## config.mk

```make
export PLATFORM = sky130hd
export DESIGN_NAME = muxbus_ctrl
export DESIGN_NICKNAME = d
export VERILOG_FILES = /design/src/rtl/muxbus_pkg.sv /design/src/rtl/muxbus_seq.sv /design/src/rtl/muxbus_lane.sv /design/src/rtl/muxbus_rdcap.sv /design/src/rtl/muxbus_ctrl.sv
export SDC_FILE = /design/constraint.sdc
export NUM_CORES = 1
export LEC_CHECK = 0
export BUFFER_PORTS_ARGS = -buffer_cell sky130_fd_sc_hd__buf_2
export CORE_UTILIZATION = 52
export DETAILED_ROUTE_END_ITERATION = 10
export PLACE_DENSITY_LB_ADDON = 0.25
export SLEW_MARGIN = 10
export SYNTH_ARGS = -nofsm -noshare
export SYNTH_HDL_FRONTEND = slang
export SYNTH_SLANG_ARGS = --single-unit
```

## constraint.sdc

```tcl
create_clock -name clk -period 3.1 [get_ports clk]
set_input_delay 0.155 -clock clk [delete_from_list [all_inputs] [get_ports clk]]
set_output_delay 0.155 -clock clk [all_outputs]
set_load 0.05 [all_outputs]
```

## src/rtl/muxbus_pkg.sv

```systemverilog
package muxbus_pkg;

  // Sequencer states: idle, three address cycles, two data cycles.
  typedef enum logic [2:0] {
    ST_IDLE = 3'd0,
    ST_ADR1 = 3'd1,
    ST_ADR2 = 3'd2,
    ST_ADR3 = 3'd3,
    ST_DAT1 = 3'd4,
    ST_DAT2 = 3'd5
  } mx_state_e;

endpackage

```

## src/rtl/muxbus_seq.sv

```systemverilog
module muxbus_seq
  import muxbus_pkg::*;
(
  input  logic clk,
  input  logic rst_n,
  input  logic mux_en,
  input  logic req_valid,
  output logic accept,
  output logic cs_act,
  output logic addr_ph,
  output logic data_ph,
  output logic last_data,
  output logic done,
  output logic err
);

  mx_state_e st_q, st_d;
  logic      refuse;
  logic      done_q, done_d;
  logic      err_q, err_d;

  always_comb begin
    accept = (st_q == ST_IDLE) && req_valid && mux_en;
    refuse = (st_q == ST_IDLE) && req_valid && !mux_en;
    st_d   = st_q;
    unique case (st_q)
      ST_IDLE: if (accept) st_d = ST_ADR1;
      ST_ADR1: st_d = ST_ADR2;
      ST_ADR2: st_d = ST_ADR3;
      ST_ADR3: st_d = ST_DAT1;
      ST_DAT1: st_d = ST_DAT2;
      ST_DAT2: st_d = ST_IDLE;
      default: st_d = ST_IDLE;
    endcase
    done_d = (st_q == ST_DAT2) || refuse;
    err_d  = refuse;
  end

  always_ff @(posedge clk or negedge rst_n) begin
    if (!rst_n) begin
      st_q   <= ST_IDLE;
      done_q <= 1'b0;
      err_q  <= 1'b0;
    end else begin
      st_q   <= st_d;
      done_q <= done_d;
      err_q  <= err_d;
    end
  end

  always_comb begin
    cs_act    = (st_q != ST_IDLE);
    addr_ph   = (st_q == ST_ADR1) || (st_q == ST_ADR2) || (st_q == ST_ADR3);
    data_ph   = (st_q == ST_DAT1) || (st_q == ST_DAT2);
    last_data = (st_q == ST_DAT2);
    done      = done_q;
    err       = err_q;
  end

endmodule

```

## src/rtl/muxbus_lane.sv

```systemverilog
module muxbus_lane #(
  parameter int LANE_IDX = 0
) (
  input  logic       addr_ph,
  input  logic       data_ph,
  input  logic       is_write,
  input  logic       wide,
  input  logic       be_bit,
  input  logic [7:0] addr_byte,
  input  logic [7:0] wdata_byte,
  output logic [7:0] out_byte,
  output logic       oe,
  output logic       wr_n
);

  // Lane 0 carries every access; higher lanes only 16-bit ones.
  logic lane_on;

  always_comb begin
    lane_on  = (LANE_IDX == 0) || wide;
    oe       = lane_on && (addr_ph || (data_ph && is_write));
    out_byte = addr_ph ? addr_byte : wdata_byte;
    wr_n     = !(lane_on && data_ph && is_write && be_bit);
  end

endmodule

```

## src/rtl/muxbus_rdcap.sv

```systemverilog
module muxbus_rdcap #(
  parameter int DATA_W = 16
) (
  input  logic              clk,
  input  logic              rst_n,
  input  logic              cap_en,
  input  logic              wide,
  input  logic [DATA_W-1:0] bus_in,
  output logic [DATA_W-1:0] rdata
);

  logic [DATA_W-1:0] rdata_q, rdata_d;

  always_comb begin
    rdata_d = rdata_q;
    if (cap_en) begin
      if (wide) rdata_d = bus_in;
      else      rdata_d = {{(DATA_W-8){1'b0}}, bus_in[7:0]};
    end
  end

  always_ff @(posedge clk or negedge rst_n) begin
    if (!rst_n) rdata_q <= '0;
    else        rdata_q <= rdata_d;
  end

  assign rdata = rdata_q;

endmodule

```

## src/rtl/muxbus_ctrl.sv

```systemverilog
module muxbus_ctrl
  import muxbus_pkg::*;
#(
  parameter int DATA_W   = 16,
  parameter int WSEL_BIT = 14
) (
  input  logic                  clk,
  input  logic                  rst_n,
  input  logic                  mux_en,
  input  logic                  req_valid,
  input  logic [DATA_W-1:0]     req_addr,
  input  logic [DATA_W-1:0]     req_wdata,
  input  logic                  req_write,
  input  logic [DATA_W/8-1:0]   req_be,
  output logic [DATA_W-1:0]     rsp_rdata,
  output logic                  rsp_done,
  output logic                  rsp_err,
  output logic                  cs_n,
  output logic                  adr_hold_n,
  output logic                  rd_n,
  output logic [DATA_W/8-1:0]   wr_n,
  output logic [DATA_W-1:0]     bus_out,
  output logic [DATA_W/8-1:0]   bus_oe,
  input  logic [DATA_W-1:0]     bus_in
);

  localparam int LANES = DATA_W / 8;

  // Reset: asserted asynchronously, released after two clock edges.
  logic [1:0] rst_pipe_q;
  logic       rst_int_n;

  always_ff @(posedge clk or negedge rst_n) begin
    if (!rst_n) rst_pipe_q <= 2'b00;
    else        rst_pipe_q <= {rst_pipe_q[0], 1'b1};
  end
  assign rst_int_n = rst_pipe_q[1];

  logic accept, cs_act, addr_ph, data_ph, last_data;

  muxbus_seq u_seq (
    .clk       (clk),
    .rst_n     (rst_int_n),
    .mux_en    (mux_en),
    .req_valid (req_valid),
    .accept    (accept),
    .cs_act    (cs_act),
    .addr_ph   (addr_ph),
    .data_ph   (data_ph),
    .last_data (last_data),
    .done      (rsp_done),
    .err       (rsp_err)
  );

  // Request capture, loaded on acceptance.
  logic [DATA_W-1:0] addr_q, addr_d;
  logic [DATA_W-1:0] wdata_q, wdata_d;
  logic [LANES-1:0]  be_q, be_d;
  logic              write_q, write_d;
  logic              wide_q, wide_d;

  always_comb begin
    addr_d  = addr_q;
    wdata_d = wdata_q;
    be_d    = be_q;
    write_d = write_q;
    wide_d  = wide_q;
    if (accept) begin
      addr_d  = req_addr;
      wdata_d = req_wdata;
      be_d    = req_be;
      write_d = req_write;
      wide_d  = req_addr[WSEL_BIT];
    end
  end

  always_ff @(posedge clk or negedge rst_int_n) begin
    if (!rst_int_n) begin
      addr_q  <= '0;
      wdata_q <= '0;
      be_q    <= '0;
      write_q <= 1'b0;
      wide_q  <= 1'b0;
    end else begin
      addr_q  <= addr_d;
      wdata_q <= wdata_d;
      be_q    <= be_d;
      write_q <= write_d;
      wide_q  <= wide_d;
    end
  end

  for (genvar g = 0; g < LANES; g++) begin : g_lane
    muxbus_lane #(.LANE_IDX(g)) u_lane (
      .addr_ph    (addr_ph),
      .data_ph    (data_ph),
      .is_write   (write_q),
      .wide       (wide_q),
      .be_bit     (be_q[g]),
      .addr_byte  (addr_q[8*g +: 8]),
      .wdata_byte (wdata_q[8*g +: 8]),
      .out_byte   (bus_out[8*g +: 8]),
      .oe         (bus_oe[g]),
      .wr_n       (wr_n[g])
    );
  end

  muxbus_rdcap #(.DATA_W(DATA_W)) u_rdcap (
    .clk    (clk),
    .rst_n  (rst_int_n),
    .cap_en (last_data && !write_q),
    .wide   (wide_q),
    .bus_in (bus_in),
    .rdata  (rsp_rdata)
  );

  always_comb begin
    cs_n       = !cs_act;
    adr_hold_n = !addr_ph;
    rd_n       = !(data_ph && !write_q);
  end

endmodule

```

==> results of run 1 <==
[worst max-delay path, stage by stage, from the launching register on]
cell and delay (ns):
dfrtp_1 0.51, nor2_4 0.20, or2_1 0.12, buf_4 0.28
mux2_2 0.38, buf_2 0.21
[stage by stage]
step,utilization,worst slack [ns],hold slack (ns)
floorplan,-,0.688,-0.141
global placement,0.637,1.24,-0.0588
detailed placement,0.637,1.18,-0.0592
CTS,0.685,0.896,0.0313
global route,0.685,0.804,0.0487
finish,0.685,0.918,0.0468
[worst min-delay path by stage]
stage | startpoint | to | slack [ns] | depth (start not counted)
floorplan | rst_n | rst_pipe_q[0]$_DFF_PN0_ | -0.14 | 0
global placement | rst_n | rst_pipe_q[0]$_DFF_PN0_ | -0.06 | 1
detailed placement | rst_n | rst_pipe_q[0]$_DFF_PN0_ | -0.06 | 1
CTS | mux_en | u_seq.err$_DFF_PN0_ | 0.03 | 2
global route | req_addr[11] | addr_q[11]$_DFFE_PN0P_ | 0.05 | 2
finish | mux_en | u_seq.err$_DFF_PN0_ | 0.05 | 2
[placed cells by master (no fill, tap or decap)]
cell type / instances
o21ai_0: 9
nand2b_1: 2
nand4bb_1: 1
nor2_1: 2
nor3_1: 1
conb_1: 1
nor4_1: 1
dfrtp_1: 57
dfrtp_2: 1
bufinv_16: 2
dlygate4sd3_1: 1
a21oi_1: 3
clkbuf_1: 2
or3b_2: 1
clkbuf_8: 11
nand3_1: 1
or3_1: 1
and2_1: 1
xnor2_1: 1
buf_2: 95
mux2_1: 1
nor2_4: 1
or2_1: 1
buf_4: 3
nand2_1: 20
mux2_2: 49
and3b_1: 1
nand4b_4: 1
mux2_4: 9
a21o_1: 1
[per-layer routing]
layer / vias to the layer above / share of wire / track usage
met5: - / 0 / 0
met4: 0 / 0.018 / 0.100
met3: 9 / 0.065 / 0.0528
met2: 75 / 0.46 / 0.318
met1: 811 / 0.45 / 0.240
li1: 809 / - / -
[cell type report]
type                       count  area (µm²)
sequential                    58        1450
fill                         357        1490
clock buffer                  13         159
timing repair buffer          99         508
clock inverter                 2        60.1
tap                           67        83.8
multi-input combinational    109         972
[what timing repair did]
item                                    4_1_cts  5_1_grt
endpoints found under the setup margin        0        0
hold buffers                                  1        0
hold endpoints to repair                      2        0
[sequential cells by signal, summed over array words and instances, names as in the netlist]
signal	flops
u_seq.done	1
write_q	1
rst_pipe_q	2
be_q	2
u_rdcap.rdata	16
u_seq.err	1
wdata_q	16
addr_q	16
u_seq.st_q	3
[cells by family (layout without fill, tap and decap cells)]
logic type | after synthesis | count (layout) | share of synthesized area
mux | 59 | 59 | 0.273
flops | 58 | 58 | 0.568
xor+xnor | 1 | 1 | 0.00343
other cells | 1 | 1 | 0.00147
simple gates | 35 | 35 | 0.0759
compound gates | 13 | 13 | 0.0264
buf+inv | 16 | 114 | 0.0514
==> impl_metrics.py, run 1 <==
metrics = {
    "yosys": {
        "yosys_warnings": 0,
        "synthTopCellsByArea": "dfrtp_1 57%, mux2_2 22%, mux2_4 5.3%",
        "synth_common_cells": "58 x dfrtp_1, 49 x mux2_2, 20 x nand2_1",
        "synth_top_area_frac": 0.568,
        "ys_seq_area_frac": 0.568,
        "synth.most_common_cell": "dfrtp_1",
        "netlist_area_um2": 2550,
        "synth_edf_count": 0,
        "synth.distinct_cells": 28,
        "yosys_most_used_dff": "dfrtp_1",
        "synth_fp_nets": 238,
        "synth.avg_cell_area_um2": 14.0,
        "async_reset_ff_frac": 1.00,
        "syn_inst": 183,
        "synth_area_leader_cell": "dfrtp_1",
        "ys_ff_latch": 58,
    },
    "sta": {
        "fin_crit_ns": 2.18,
        "final_hold_viol_count": 0,
        "worst_pin_slew_ns": 0.642,
        "fin_skew_ns": 0.0104,
        "rsz0062_at_grt": "no",
        "drv_slew": 0,
        "relSlewSlack": 0.571,
        "period_share": 0.704,
        "tns_ns": 0,
        "finalSetupViolations": 0,
        "fmax_mhz": 458,
    },
    "cells_and_area": {
        "final_area_um2": 3240,
        "layout.nets": 332,
        "n_antenna_cell": 0,
        "fin_cells": 348,
        "areaGrowthSynthToFinish_pct": 26.6,
        "final_layout_size_suffix_gt1_frac": 0.616,
    },
    "place": {
        "placed_area_um2": 3010,
        "numPortBuffers": 95,
        "hpwlAfterDp_um": 3190,
        "routabilityCongestion": 0.693,
        "place_inst": 332,
    },
    "critical_path": {
        "cp.arrival_ns": 2.03,
        "critPathMaxFanout": 17,
        "reg2regPathDepth": 3,
        "start_kind": "flip-flop",
        "startpoint": "u_seq.st_q[1]$_DFFE_PN0P_",
        "rrSetupSlack_ns": 1.20,
        "end_kind": "primary output",
        "reg2reg_from": "u_seq.st_q[1]$_DFFE_PN0P_",
        "required_ns": 2.94,
        "path_class": "reg -> out",
        "endpoint": "bus_out[14]",
        "reg2reg_to": "addr_q[11]$_DFFE_PN0P_",
    },
    "worst_hold_path": {
        "hold_class": "in -> reg",
    },
    "clock_tree": {
        "cts_buffer_depth": 2,
        "cts-resized-gates": 0,
        "cts_root_buf": "clkbuf_8",
        "clkTransAtPathRegs_ns": 0.06,
        "clk_latency_ns": 0.32,
        "postCtsSetupBuffers": 0,
        "clock-sinks": 58,
        "cts_inserted_buffers": 9,
        "cts_tree": "done",
        "h-tree-depth": 3,
    },
    "floorplanning": {
        "fp.dieW_um": 72.1,
        "initial_core_util": 0.541,
        "ioPinCount": 96,
        "core_um2": 4720,
        "dieArea_um2": 5200,
        "rows": 25,
        "die_h_um": 72.1,
    },
    "global_route": {
        "antenna_found_initial": 0,
        "grt_first_pass_wirelength_um": 7750,
        "grt_pass1_vias": 1726,
        "track_usage": 0.195,
        "grt_start_max_net_pins": 37,
        "overflow": 0,
    },
    "run_status": {
        "outcome": "complete, no violations",
    },
    "job": {
        "cap_violations": 0,
    },
    "drt": {
        "num_vias": 1704,
        "via_per_inst": 4.90,
        "dr.pass1.iters": 5,
        "wl_per_cell_um": 13.2,
        "detail-route-antenna-nets": 0,
        "first_iter_violations": 54,
        "routed_wl_um": 4610,
        "drc": 0,
    },
}
Power of run 1 is left out: the tool's default activity adds up to more than one toggle a clock period on the data nets, which glitch-free logic cannot reach.
==> run 2: changes to the inputs <==
CORE_UTILIZATION = 49   (was 52)
clock period = 2.1 ns   (was 3.1 ns; I/O delays follow)
==> run 2 against run 1 <==
Design area up 8.2%. Count of clock-buffer cells in the layout down 1. First-iteration DRC count down 17%. Clock skew down 0.0039 ns. Final cell count up 5.7%. Hold slack worse by 0.040 ns. Critical endpoint is now bus_out[0]. Critical path depth unchanged. Via count up 1.6%. Register-to-register slack worse by 0.73 ns. Global-route usage down 0.054 points. Sequential share of layout area down 3.4 points.
==> impl_metrics.py, run 2 (synthesized netlist as in run 1, its figures left out) <==
metrics = {
    "clock_tree": {
        "cts_root_buf": "clkbuf_8",
        "cts_buffer_depth": 2,
        "clk_latency_ns": 0.33,
        "clkTransAtPathRegs_ns": 0.07,
        "clock-sinks": 58,
        "h-tree-depth": 3,
        "cts_inserted_buffers": 9,
        "cts_tree": "done",
    },
    "sta": {
        "relSlewSlack": 0.639,
        "fin_skew_ns": 0.00646,
        "worst_pin_slew_ns": 0.541,
        "fin_crit_ns": 2.03,
        "rsz0062_at_grt": "no",
        "fmax_mhz": 492,
        "period_share": 0.968,
        "tns_ns": 0,
        "final_hold_viol_count": 0,
        "drv_slew": 0,
        "finalSetupViolations": 0,
    },
    "drt": {
        "routed_wl_um": 4870,
        "wl_per_cell_um": 13.2,
        "num_vias": 1732,
        "drc": 0,
        "via_per_inst": 4.71,
        "first_iter_violations": 45,
        "detail-route-antenna-nets": 0,
        "dr.pass1.iters": 4,
    },
    "place": {
        "placed_area_um2": 3060,
        "hpwlAfterDp_um": 3370,
        "routabilityCongestion": 0.721,
        "numPortBuffers": 95,
        "place_inst": 334,
    },
    "global_route": {
        "antenna_found_initial": 0,
        "overflow": 0,
        "grt_start_max_net_pins": 34,
        "track_usage": 0.195,
        "grt_first_pass_wirelength_um": 7810,
        "grt_pass1_vias": 1750,
    },
    "cells_and_area": {
        "areaGrowthSynthToFinish_pct": 37.0,
        "final_layout_size_suffix_gt1_frac": 0.595,
        "layout_common_cells": "95 x buf_2, 57 x dfrtp_1, 49 x mux2_2, 20 x nand2_1, 18 x dlygate4sd3_1",
        "fin_cells": 368,
        "fin_util": 0.717,
        "final_area_um2": 3500,
        "n_antenna_cell": 0,
        "mostFrequentLayoutCell": "buf_2",
        "layout.nets": 351,
    },
    "critical_path": {
        "cp.arrival_ns": 1.93,
        "rrSetupSlack_ns": 0.47,
        "required_ns": 2.00,
        "start_kind": "flip-flop",
        "end_kind": "primary output",
        "critPathMaxFanout": 14,
        "path_class": "reg -> out",
    },
    "floorplanning": {
        "dieArea_um2": 5510,
        "initial_core_util": 0.524,
        "fp.dieW_um": 74.2,
        "core_um2": 4880,
        "die_h_um": 74.2,
        "rows": 25,
        "ioPinCount": 96,
    },
    "job": {
        "cap_violations": 0,
    },
    "run_status": {
        "outcome": "complete, no violations",
    },
    "worst_hold_path": {
        "hold_class": "in -> reg",
    },
}
==> run 2: cell count changes in the layout (fill, tap and decap cells not counted), sizes merged <==
cell,delta
clkbuf,-1
dlygate4sd3,+17
bufinv,+1
clkinvlp,+1
buf,+2
==> run 2: final timing paths <==
check,startpoint,endpoint,cells after the start
worst max-delay path,u_seq.st_q[0]$_DFFE_PN0P_,bus_out[0],5
worst min-delay path,req_addr[11],addr_q[11]$_DFFE_PN0P_,2
worst max register to register,u_seq.st_q[0]$_DFFE_PN0P_,addr_q[11]$_DFFE_PN0P_,4
worst min register to register,rst_pipe_q[1]$_DFF_PN0_,be_q[1]$_DFFE_PN0P_,0
max in group asynchronous,rst_pipe_q[1]$_DFF_PN0_,addr_q[8]$_DFFE_PN0P_,1
min in group asynchronous,rst_n,rst_pipe_q[0]$_DFF_PN0_,2
==> run 2: critical path: stages, from the launching register on <==
cell and delay, ns:
dfrtp_1 0.51, nor2_4 0.19, or2_4 0.18, buf_12 0.17, mux2_2 0.34, buf_2 0.21
==> run 2: what timing repair did <==
| item | CTS | global route |
|---|---|---|
| setup buffers | 0 | 0 |
| endpoints found under the hold margin | 18 | 1 |
| setup endpoints to repair | 4 | 0 |
| gates resized for setup | 1 | 0 |
| hold buffers | 17 | 1 |
==> run 2: metrics by stage <==
stage / hold slack, ns / worst slack, ns
after CTS: 0.000256 / 0.0663
final: 0.00720 / 0.0679
after floorplan: -0.191 / 0.199
after global routing: 0.000769 / 0.0179
after global placement: -0.108 / 0.383
after detailed placement: -0.0994 / 0.337
==> run 2: area by class of cell <==
type                    count  area [µm²]
fillers                   373        1380
multi-input cells         109         980
well taps                  67        83.8
repair buffers            118         731
flip-flops and latches     58        1450
clock inverters             4        97.6
clock buffers              12         155
==> run 2: layer usage <==
layer	wire length (µm)	up-vias	track usage
met4	74	0	0.0776
met1	2200	807	0.227
met2	2270	66	0.319
met3	322	8	0.0827
met5	0	-	0
li1	-	851	-
Power of run 2 is left out for the same reason.
